$ cat src/rtl/hadd_pkg.sv
package hadd_pkg;
   typedef enum int {
      SEG_RIPPLE    = 0,
      SEG_LOOKAHEAD = 1
   } seg_kind_e;

   localparam int GRP_W = 4;

   function automatic int grp_count(input int w);
      return (w + GRP_W - 1) / GRP_W;
   endfunction

   function automatic int grp_width(input int w, input int k);
      int rest;
      rest = w - k * GRP_W;
      return (rest < GRP_W) ? rest : GRP_W;
   endfunction
endpackage

$ cat src/rtl/hadd_ripple_seg.sv
module hadd_ripple_seg #(
   parameter int W = 8
) (
   input  logic [W-1:0] a,
   input  logic [W-1:0] b,
   input  logic         cin,
   output logic [W-1:0] s,
   output logic         cout
);
   logic [W:0] chain;

   assign chain[0] = cin;

   for (genvar i = 0; i < W; i++) begin : g_fa
      logic half;
      assign half         = a[i] ^ b[i];
      assign s[i]         = half ^ chain[i];
      assign chain[i + 1] = (a[i] & b[i]) | (half & chain[i]);
   end

   assign cout = chain[W];

   always_comb begin
      assert_ripple_sum_R4: assert ({cout, s} ==
         ({1'b0, a} + {1'b0, b} + {{W{1'b0}}, cin}))
         else $error("R4 ripple segment sum mismatch");
   end
endmodule

$ cat src/rtl/hadd_cla_group.sv
module hadd_cla_group #(
   parameter int GW = 4
) (
   input  logic [GW-1:0] a,
   input  logic [GW-1:0] b,
   input  logic          cin,
   output logic [GW-1:0] s,
   output logic          grp_gen,
   output logic          grp_prop
);
   logic [GW-1:0] prop;
   logic [GW-1:0] gen;
   logic [GW:0]   cy;

   assign prop = a ^ b;
   assign gen  = a & b;

   always_comb begin
      cy[0] = cin;
      for (int i = 0; i < GW; i++) begin
         cy[i + 1] = gen[i] | (prop[i] & cy[i]);
      end
   end

   assign s = prop ^ cy[GW-1:0];

   always_comb begin
      grp_gen = 1'b0;
      for (int i = 0; i < GW; i++) begin
         grp_gen = gen[i] | (prop[i] & grp_gen);
      end
      grp_prop = &prop;
   end

   always_comb begin
      assert_group_carry_R5: assert (cy[GW] == (grp_gen | (grp_prop & cin)))
         else $error("R5 group carry disagrees with group generate/propagate");
   end
endmodule

$ cat src/rtl/hadd_lookahead_seg.sv
module hadd_lookahead_seg
   import hadd_pkg::*;
#(
   parameter int W = 8
) (
   input  logic [W-1:0] a,
   input  logic [W-1:0] b,
   input  logic         cin,
   output logic [W-1:0] s,
   output logic         cout
);
   localparam int NG = grp_count(W);

   logic [NG:0]   gcarry;
   logic [NG-1:0] ggen;
   logic [NG-1:0] gprop;

   assign gcarry[0] = cin;

   for (genvar k = 0; k < NG; k++) begin : g_grp
      localparam int LO = k * GRP_W;
      localparam int GW = grp_width(W, k);
      hadd_cla_group #(.GW(GW)) u_grp (
         .a        (a[LO +: GW]),
         .b        (b[LO +: GW]),
         .cin      (gcarry[k]),
         .s        (s[LO +: GW]),
         .grp_gen  (ggen[k]),
         .grp_prop (gprop[k])
      );
      assign gcarry[k + 1] = ggen[k] | (gprop[k] & gcarry[k]);
   end

   assign cout = gcarry[NG];

   always_comb begin
      assert_lookahead_sum_R5: assert ({cout, s} ==
         ({1'b0, a} + {1'b0, b} + {{W{1'b0}}, cin}))
         else $error("R5 lookahead segment sum mismatch");
   end
endmodule

$ cat src/rtl/hadd_segment.sv
module hadd_segment
   import hadd_pkg::*;
#(
   parameter seg_kind_e KIND = SEG_RIPPLE,
   parameter int        W    = 8
) (
   input  logic [W-1:0] a,
   input  logic [W-1:0] b,
   input  logic         cin,
   output logic [W-1:0] s,
   output logic         cout
);
   if (KIND == SEG_LOOKAHEAD) begin : g_cla
      hadd_lookahead_seg #(.W(W)) u_seg (
         .a(a), .b(b), .cin(cin), .s(s), .cout(cout));
   end else begin : g_rca
      hadd_ripple_seg #(.W(W)) u_seg (
         .a(a), .b(b), .cin(cin), .s(s), .cout(cout));
   end
endmodule

$ cat src/rtl/hybrid_adder.sv
module hybrid_adder
   import hadd_pkg::*;
#(
   parameter int        WIDTH    = 128,
   parameter seg_kind_e LO_KIND  = SEG_RIPPLE,
   parameter int        LO_WIDTH = 32,
   parameter seg_kind_e HI_KIND  = SEG_LOOKAHEAD,
   parameter int        HI_WIDTH = 96
) (
   input  logic [WIDTH-1:0] a,
   input  logic [WIDTH-1:0] b,
   input  logic             cin,
   output logic [WIDTH-1:0] sum,
   output logic             cout
);
   if (LO_WIDTH + HI_WIDTH != WIDTH) begin : g_bad_split
      $error("segment widths must add up to WIDTH");
   end
   if (LO_WIDTH < 1 || HI_WIDTH < 1) begin : g_bad_width
      $error("each segment must be at least one bit wide");
   end

   logic mid_carry;

   hadd_segment #(.KIND(LO_KIND), .W(LO_WIDTH)) u_lo (
      .a    (a[LO_WIDTH-1:0]),
      .b    (b[LO_WIDTH-1:0]),
      .cin  (cin),
      .s    (sum[LO_WIDTH-1:0]),
      .cout (mid_carry)
   );

   hadd_segment #(.KIND(HI_KIND), .W(HI_WIDTH)) u_hi (
      .a    (a[WIDTH-1:LO_WIDTH]),
      .b    (b[WIDTH-1:LO_WIDTH]),
      .cin  (mid_carry),
      .s    (sum[WIDTH-1:LO_WIDTH]),
      .cout (cout)
   );

   always_comb begin
      logic [LO_WIDTH:0] lo_ref;
      lo_ref = {1'b0, a[LO_WIDTH-1:0]} + {1'b0, b[LO_WIDTH-1:0]}
               + {{LO_WIDTH{1'b0}}, cin};
      assert_boundary_carry_R2: assert (mid_carry == lo_ref[LO_WIDTH])
         else $error("R2 carry across split point wrong");
      assert_total_sum_R1: assert ({cout, sum} ==
         ({1'b0, a} + {1'b0, b} + {{WIDTH{1'b0}}, cin}))
         else $error("R1 total sum mismatch");
   end
endmodule

$ cat config.mk
export PLATFORM = sky130hd
export DESIGN_NAME = hybrid_adder
export DESIGN_NICKNAME = d
export VERILOG_FILES = /design/src/rtl/hadd_pkg.sv /design/src/rtl/hadd_ripple_seg.sv /design/src/rtl/hadd_cla_group.sv /design/src/rtl/hadd_lookahead_seg.sv /design/src/rtl/hadd_segment.sv /design/src/rtl/hybrid_adder.sv
export SDC_FILE = /design/constraint.sdc
export NUM_CORES = 1
export LEC_CHECK = 0
export BUFFER_PORTS_ARGS = -buffer_cell sky130_fd_sc_hd__buf_2
export CAP_MARGIN = 20
export CORE_AREA = 3 3 149 151
export DETAILED_ROUTE_END_ITERATION = 8
export DIE_AREA = 0 0 152 154
export PLACE_DENSITY = 0.59
export SLEW_MARGIN = 5
export SYNTH_ARGS = -nofsm -noshare
export SYNTH_HDL_FRONTEND = slang
export SYNTH_HIERARCHICAL = 1
export SYNTH_SLANG_ARGS = --single-unit
$ cat constraint.sdc
create_clock -name vclk -period 18.4
set_clock_uncertainty 0.15 [all_clocks]
set_input_delay 0.92 -clock vclk [all_inputs]
set_output_delay 0.92 -clock vclk [all_outputs]
set_load 0.005 [all_outputs]
==> results.py, run 1 <==
metrics = {
    "final_layout": {
        "seqCellArea_um2": 0,
        "fillCellCount": 2210,
        "multi_input_area_um2": 4560,
        "final_nets": 1378,
        "drive_gt1_share_pct": 42.7,
        "fin_util_pct": 35.0,
        "seq_cells": 0,
        "nClkBuffers": 0,
        "area_growth_pct": 45.1,
    },
    "timing": {
        "setup_viol": 0,
        "finalCritPeriodShare_pct": 94.3,
        "period_needed_ns": 17.36,
        "finalSetupTns_ns": 0,
        "rsz0062_at_grt": "false",
        "final_max_slew_viol_count": 0,
        "finalHoldViolCount": 0,
        "setup_ws_ns": 1.04,
        "holdWs_ns": 2.02,
        "worst_pin_slew_ns": 0.499,
        "slew-limit-headroom_pct": 66.4,
        "max_freq_mhz": 57.6,
    },
    "run_status": {
        "status": "finished, final reports clean",
    },
    "grt": {
        "grt_antenna_before_repair": 5,
        "grtUsageTotal_pct": 15.2,
        "grt_pass1_vias": 5492,
        "grt_max_degree": 5,
        "grt_pass1_wl_um": 29400,
        "globalRouteOverflowTotal": 0,
    },
    "worst_setup_path": {
        "critPathMaxFanout": 3,
        "max_stage_delay_ns": 0.41,
        "timing.critical_path.mode_cell": "fa_1",
        "critPathLaunchType": "input pin",
        "critPathArrivalTime_ns": 16.29,
        "critPathRequiredTime_ns": 17.33,
        "end_kind": "output port",
        "crit_type": "input pin to output port",
        "crit_slowest_cell": "fa_1",
    },
    "hold_path": {
        "worstHoldStart": "b[12]",
        "min_to": "sum[12]",
        "min_path_cells": 3,
        "hold_class": "input pin to output port",
    },
    "routing": {
        "wl_met3_um": 1350,
        "drtIter0Drc": 144,
        "wl_per_cell_um": 15.5,
        "drtAntennaViolNets": 0,
        "wl_met2_um": 9610,
        "m1WireLength_um": 7420,
        "wirelength_um": 18600,
        "drc": 0,
        "dr_total_vias": 5100,
        "drtPass1Iterations": 4,
        "dr.max_layer_used": "met5",
        "via_per_inst": 4.27,
    },
    "yosys": {
        "synth.top_cell.area_share_pct": 41.2,
        "netlist_instances": 533,
        "synth.most_common_cell": "inv_1",
        "synth_common_cells": "130 x inv_1, 104 x fa_1, 96 x ha_1, 53 x a21oi_1, 30 x nand2_1",
        "synth_top_area_cell": "fa_1",
        "syn_nets": 990,
        "synthesis.area_um2": 5050,
        "yosysWarnings": 6,
        "syn_avg_cell_area_um2": 9.47,
        "synth_area_leaders": "fa_1 41%, ha_1 24%, inv_1 9.7%",
        "synth_cell_types": 25,
        "yosysSeqAreaShare_pct": 0,
    },
    "placed_design": {
        "gp_congestion": 0.925,
        "pre_cts_ws_ns": 0.965,
        "portBuffers": 386,
        "place.detailed.hpwl_um": 18200,
    },
    "power_and_ir_drop": {
        "power.share.sequential_pct": 0,
        "p_leak_nw": 4.26,
        "max-vdd-ir-drop_mv": 0.0123,
        "p_per_area_nw_per_um2": 34.1,
        "combPwrFrac_pct": 100.0,
        "p_clk_share_pct": 0,
        "p_sw_mw": 0.131,
        "switching_share_pct": 52.4,
        "internal-power_mw": 0.119,
    },
    "flow_run": {
        "cap_violations": 0,
    },
    "floorplanning": {
        "ios": 386,
        "dieArea_um2": 23400,
        "coreArea_um2": 21000,
        "start_util_pct": 24.1,
        "fp.dieH_um": 154,
        "die_x_um": 152,
        "fp-row-count": 53,
    },
    "clocking": {
        "postCtsSetupBuffers": 0,
        "hold_buffers": 0,
        "ctsResizeCount": 0,
    },
}
## per-layer routing
metal / GRT usage (%) / up-vias
li1: - / 2520
met1: 18.9 / 2344
met2: 28.4 / 214
met3: 3.38 / 16
met4: 0.685 / 6
met5: 0 / -
## through the flow
step                      cell area, um2  power, mW  instances
after floorplan                     5050      0.122        533
after global placement              7330      0.254       1194
after detailed placement            7330      0.255       1194
after CTS                           7330      0.257       1194
after global routing                7330      0.287       1195
final                               7330      0.250       1195
## logic make-up (layout without fill, tap and decap cells)
family / Yosys count / after routing / synth area share [%]
AO/OA/AOI/OAI: 113 / 113 / 13.7
buffers and inverters: 130 / 516 / 9.66
adder cells (fa/ha/maj): 200 / 200 / 65.0
other: 0 / 1 / 0
XOR/XNOR: 24 / 24 / 4.16
AND/OR/NAND/NOR: 66 / 66 / 7.48
## critical path, delay by kind of cell
kind	cells	cell delay, ns
compound gates	7	1.60
xor+xnor	1	0.15
fa+ha+maj	35	13.00
buf+inv	8	0.59
## power by group through the flow
| stage | Clock, mW | Sequential, mW | Combinational [mW] |
|---|---|---|---|
| 2_1_floorplan | 0 | 0 | 0.122 |
| 3_3_place_gp | 0 | 0 | 0.254 |
| 3_5_place_dp | 0 | 0 | 0.255 |
| 4_1_cts | 0 | 0 | 0.257 |
| 5_1_grt | 0.00000000727 | 0 | 0.287 |
| 6_report | 0.00000000728 | 0 | 0.250 |
## worst max-delay path by stage
stage | startpoint | to | slack [ns] | cells after the start
after CTS | b[0] | sum[107] | 0.94 | 51
after detailed placement | b[0] | sum[107] | 0.97 | 51
after floorplan | a[0] | sum[119] | 2.00 | 49
after global placement | a[0] | sum[127] | 1.16 | 51
after global routing | b[0] | sum[127] | 0.29 | 51
final | b[0] | sum[107] | 1.04 | 51
## layout by cell type, fill, tap and decap left out, types with 19 or more instances in the layout
master	count
o21ai_1	24
and4_1	24
inv_1	130
xor2_1	24
ha_1	96
a21oi_1	53
buf_2	386
nand2_1	30
fa_1	104
a21o_1	19
## layout make-up
type	count	share of cell area [%]
tap	275	4.70
inverter	130	6.66
timing repair buffer	386	26.4
multi-input combinational	403	62.3
antenna	1	0.0341
No activity file was read; power rests on OpenSTA's default activity.
==> run 2: changes to the inputs <==
CORE_AREA = 3 3 150 152   (was 3 3 149 151)
DIE_AREA = 0 0 153 155   (was 0 0 152 154)
PLACE_DENSITY = 0.56   (was 0.59)
SYNTH_HIERARCHICAL = unset   (was 1)
==> results.py, run 2 <==
metrics = {
    "floorplanning": {
        "dieArea_um2": 23700,
        "start_util_pct": 21.6,
        "die_x_um": 153,
        "fp-row-count": 53,
        "coreArea_um2": 21200,
        "fp.dieH_um": 155,
        "ios": 386,
    },
    "worst_setup_path": {
        "timing.critical_path.mode_cell": "fa_1",
        "crit_slowest_cell": "fa_1",
        "critPathMaxFanout": 3,
        "critPathArrivalTime_ns": 16.66,
        "end_kind": "output port",
        "max_stage_delay_ns": 0.41,
        "crit_type": "input pin to output port",
        "crit_start": "a[0]",
        "critPathRequiredTime_ns": 17.33,
        "critPathLaunchType": "input pin",
    },
    "grt": {
        "globalRouteOverflowTotal": 0,
        "grt_pass1_wl_um": 27600,
        "grt_pass1_vias": 5215,
        "use_met2_pct": 28.2,
        "grtUsageTotal_pct": 14.4,
        "grt.met3_usage_pct": 2.73,
        "use_met1_pct": 16.4,
        "busiest_layer": "met2",
        "grt_antenna_before_repair": 3,
        "grt_max_degree": 5,
    },
    "final_layout": {
        "finalInstanceArea_um2": 6920,
        "final_cell_mix": "386 x buf_2, 101 x fa_1, 96 x ha_1",
        "nClkBuffers": 0,
        "fillCellCount": 2270,
        "final_nets": 1257,
        "fin_util_pct": 32.7,
        "area_growth_pct": 51.3,
        "final_common_cell": "buf_2",
        "seqCellArea_um2": 0,
        "drive_gt1_share_pct": 52.0,
        "seq_cells": 0,
    },
    "routing": {
        "dr_total_vias": 4741,
        "wl_per_cell_um": 16.8,
        "drtPass1Iterations": 4,
        "wirelength_um": 18100,
        "via_per_inst": 4.41,
        "drtIter0Drc": 138,
        "drc": 0,
        "drtAntennaViolNets": 0,
    },
    "hold_path": {
        "min_path_cells": 3,
        "min_to": "sum[14]",
        "hold_class": "input pin to output port",
        "worstHoldStart": "b[14]",
    },
    "timing": {
        "finalHoldViolCount": 0,
        "setup_ws_ns": 0.667,
        "worst_pin_slew_ns": 0.518,
        "finalSetupTns_ns": 0,
        "slew-limit-headroom_pct": 65.5,
        "rsz0062_at_grt": "false",
        "period_needed_ns": 17.73,
        "max_freq_mhz": 56.4,
        "final_max_slew_viol_count": 0,
        "finalCritPeriodShare_pct": 96.4,
        "setup_viol": 0,
    },
    "clocking": {
        "hold_buffers": 0,
    },
    "yosys": {
        "synth.top_cell.area_share_pct": 45.6,
        "synth_area_leaders": "fa_1 46%, ha_1 26%, xor2_1 4.6%",
        "syn_avg_cell_area_um2": 11.2,
        "yosysWarnings": 0,
        "yosysSeqAreaShare_pct": 0,
        "synth_common_cells": "104 x fa_1, 96 x ha_1, 40 x a21oi_1, 24 x nand2_1, 24 x xor2_1",
        "netlist_instances": 409,
        "syn_nets": 866,
        "synth.most_common_cell": "fa_1",
        "synthesis.area_um2": 4570,
        "synth_top_area_cell": "fa_1",
        "synth_cell_types": 40,
    },
    "placed_design": {
        "place_area_um2": 6850,
        "pre_cts_ws_ns": 0.286,
        "place.detailed.hpwl_um": 17600,
        "gp_congestion": 0.911,
        "portBuffers": 386,
    },
    "run_status": {
        "status": "finished, final reports clean",
    },
    "power_and_ir_drop": {
        "p_leak_nw": 3.66,
        "max-vdd-ir-drop_mv": 0.0143,
        "p_per_area_nw_per_um2": 34.8,
    },
    "flow_run": {
        "cap_violations": 0,
    },
}
-- run 2: cell count changes after synthesis, moves of 3 or more --
cell / change
o21ai_2: +3
and4_1: -22
nor2_1: +8
and2b_2: +3
nand2_1: -6
o21ai_1: -21
inv_1: -119
o21ai_0: +15
a21oi_1: -13
o21a_1: -3
nand4_1: +10
a21o_2: +3
-- run 2: timing repair --
item / 4_1_cts / 5_1_grt
hold endpoints to repair: 0 / 0
buffers inserted: 0 / 3
gates resized for setup: 0 / 10
setup endpoints to repair: 0 / 19
-- run 2: critical path: cells and delay by family --
family / cells / cell delay (ns)
adder cells (fa/ha/maj): 35 / 13.31
AO/OA/AOI/OAI: 7 / 1.47
buffers and inverters: 5 / 0.46
AND/OR/NAND/NOR: 2 / 0.35
XOR/XNOR: 1 / 0.15
-- run 2: logic make-up (layout without fill, tap and decap cells) --
group                      after synthesis  in the layout  synth area share [%]
other                                    0              1                     0
buffers and inverters                   11            400                 0.903
AOI/OAI and AO/OA                      104            104                  14.9
adders and majority gates              200            200                  71.8
and+or+nand+nor                         70             70                  7.80
xor gates and xnor gates                24             24                  4.60
-- run 2: per-layer routing --
layer / share of wire (%) / up-vias / routed length, um
met2: 54 / 236 / 9740
met3: 7.9 / 18 / 1420
met5: 0.072 / - / 13
met1: 36 / 2224 / 6550
met4: 2.1 / 2 / 371
li1: - / 2261 / -
-- run 2: through the flow --
stage / hold WS [ns] / power (mW) / instances
finish: 2.02 / 0.241 / 1074
global route: 2.05 / 0.274 / 1074
CTS: 2.03 / 0.245 / 1070
detailed placement: 2.03 / 0.242 / 1070
global placement: 2.03 / 0.242 / 1070
floorplan: 1.84 / 0.113 / 409
-- run 2: report_power, final --
| part | internal (mW) | total [mW] | switching (mW) | leakage (nW) |
|---|---|---|---|---|
| clock | 0.00000000727 | 0.00000000727 | 0 | 0.00000634 |
| sequential | 0 | 0 | 0 | 0 |
| combinational | 0.117 | 0.241 | 0.124 | 3.66 |
-- run 2: cell type report --
type                            instances  area, um2  share of cell area (%)
Multi-Input combinational cell        398       4570                    66.1
Timing Repair Buffer                  389       1950                    28.3
Tap cell                              275        344                    4.98
Inverter                               11       41.3                   0.597
Antenna cell                            1       2.50                  0.0362
-- run 2: worst max path at each step --
stage / end / slack [ns]
6_report: sum[95] / 0.67
5_1_grt: sum[127] / 0.02
4_1_cts: sum[127] / 0.26
3_5_place_dp: sum[127] / 0.29
3_3_place_gp: sum[127] / 0.50
2_1_floorplan: sum[127] / 1.29
==> run 3: changes to the inputs <==
RECOVER_POWER = 100   (was unset)
SKIP_LAST_GASP = 1   (was unset)
==> results.py, run 3 (synthesis results as in run 2) <==
metrics = {
    "final_layout": {
        "stdcell_count": 1074,
        "seqCellArea_um2": 0,
        "area_growth_pct": 49.2,
        "fillCellCount": 2300,
        "final_nets": 1257,
        "drive_gt1_share_pct": 42.5,
        "final_common_cell": "buf_2",
        "seq_cells": 0,
        "multi_input_area_um2": 4570,
        "nClkBuffers": 0,
        "finalInstanceArea_um2": 6820,
        "final_cell_mix": "305 x buf_2, 101 x fa_1, 96 x ha_1",
    },
    "timing": {
        "worst_pin_slew_ns": 0.509,
        "slew-limit-headroom_pct": 66.1,
        "max_freq_mhz": 56.4,
        "period_needed_ns": 17.73,
        "final_max_slew_viol_count": 0,
        "finalCritPeriodShare_pct": 96.3,
        "finalHoldViolCount": 0,
        "rsz0062_at_grt": "false",
        "setup_viol": 0,
        "finalSetupTns_ns": 0,
    },
    "grt": {
        "globalRouteOverflowTotal": 0,
        "grtUsageTotal_pct": 14.4,
        "grt_antenna_before_repair": 3,
        "grt_pass1_vias": 5215,
        "grt_pass1_wl_um": 27600,
        "grt_max_degree": 5,
    },
    "routing": {
        "drtAntennaViolNets": 0,
        "drc": 0,
        "via_per_inst": 4.42,
        "wl_per_cell_um": 16.8,
        "drtIter0Drc": 146,
        "dr_total_vias": 4743,
        "wirelength_um": 18100,
        "drtPass1Iterations": 4,
    },
    "power_and_ir_drop": {
        "p_leak_nw": 3.45,
        "combPwrFrac_pct": 100.0,
        "max-vdd-ir-drop_mv": 0.0131,
        "p_sw_mw": 0.125,
        "p_clk_share_pct": 0,
        "p_per_area_nw_per_um2": 34.1,
        "internal-power_mw": 0.108,
        "power.share.sequential_pct": 0,
        "switching_share_pct": 53.5,
    },
    "floorplanning": {
        "ios": 386,
        "dieArea_um2": 23700,
        "fp-row-count": 53,
        "start_util_pct": 21.6,
        "die_x_um": 153,
        "coreArea_um2": 21200,
        "fp.dieH_um": 155,
    },
    "worst_setup_path": {
        "critPathArrivalTime_ns": 16.66,
        "critPathRequiredTime_ns": 17.33,
        "critPathLaunchType": "input pin",
        "max_stage_delay_ns": 0.41,
        "crit_slowest_cell": "fa_1",
        "end_kind": "output port",
        "crit_type": "input pin to output port",
        "cp_num_buf_inv": 5,
        "path_delay_family": "adder cells",
        "cp-endpoint": "sum[95]",
        "critPathMaxFanout": 3,
        "crit_start": "a[0]",
        "timing.critical_path.mode_cell": "fa_1",
        "cp.depth": 50,
    },
    "placed_design": {
        "dp_cells": 1070,
        "portBuffers": 386,
        "place.detailed.hpwl_um": 17600,
        "place_area_um2": 6850,
        "gp_congestion": 0.911,
    },
    "run_status": {
        "status": "finished, final reports clean",
    },
    "hold_path": {
        "hold_class": "input pin to output port",
    },
    "flow_run": {
        "cap_violations": 0,
    },
    "clocking": {
        "hold_buffers": 0,
    },
}
run 3: cell count changes in the layout (fill, tap and decap cells not counted):
cell	before	now
buf_4	3	1
clkbuf_4	0	2
and2_0	0	1
clkbuf_2	0	5
and2_1	2	1
buf_2	386	305
clkbuf_1	0	75
buf_1	0	1
run 3: cell type report:
type                            instances  area share, %
Timing Repair Buffer                  389           27.3
Tap cell                              275           5.04
Antenna cell                            1         0.0367
Inverter                               11          0.605
Multi-Input combinational cell        398           67.1
run 3: worst min path at each step:
stage | startpoint | end | slack, ns | cells past startpoint
2_1_floorplan | b[100] | sum[100] | 1.84 | 1
3_5_place_dp | b[14] | sum[14] | 2.03 | 3
5_1_grt | b[12] | sum[12] | 2.05 | 3
3_3_place_gp | b[28] | sum[28] | 2.03 | 3
4_1_cts | b[14] | sum[14] | 2.03 | 3
6_report | b[29] | sum[29] | 2.03 | 3
run 3: power by group through the flow:
stage	Combinational [mW]	Sequential [mW]	Clock (mW)
2_1_floorplan	0.113	0	0
3_3_place_gp	0.242	0	0
6_report	0.233	0	0.00000000727
4_1_cts	0.245	0	0
3_5_place_dp	0.242	0	0
5_1_grt	0.267	0	0.00000000727
run 3: per-stage QoR:
stage	power, mW	hold slack [ns]	setup WS [ns]	utilization, %
final	0.233	2.03	0.672	32.2
after global routing	0.267	2.05	0.0189	32.2
after CTS	0.245	2.03	0.261	32.4
after detailed placement	0.242	2.03	0.286	32.4
after global placement	0.242	2.03	0.503	32.4
after floorplan	0.113	1.84	1.29	-
run 3: timing repair:
action / CTS / global route
resized for setup: 0 / 10
endpoints found under the hold margin: 0 / 0
setup buffers: 0 / 3
setup endpoints to repair: 0 / 19
run 3: routing by layer:
metal	global-route usage (%)	routed length, um	up-vias
li1	-	-	2262
met1	16.4	6540	2221
met2	28.2	9730	238
met3	2.73	1400	20
met4	2.38	386	2
met5	0	13	-
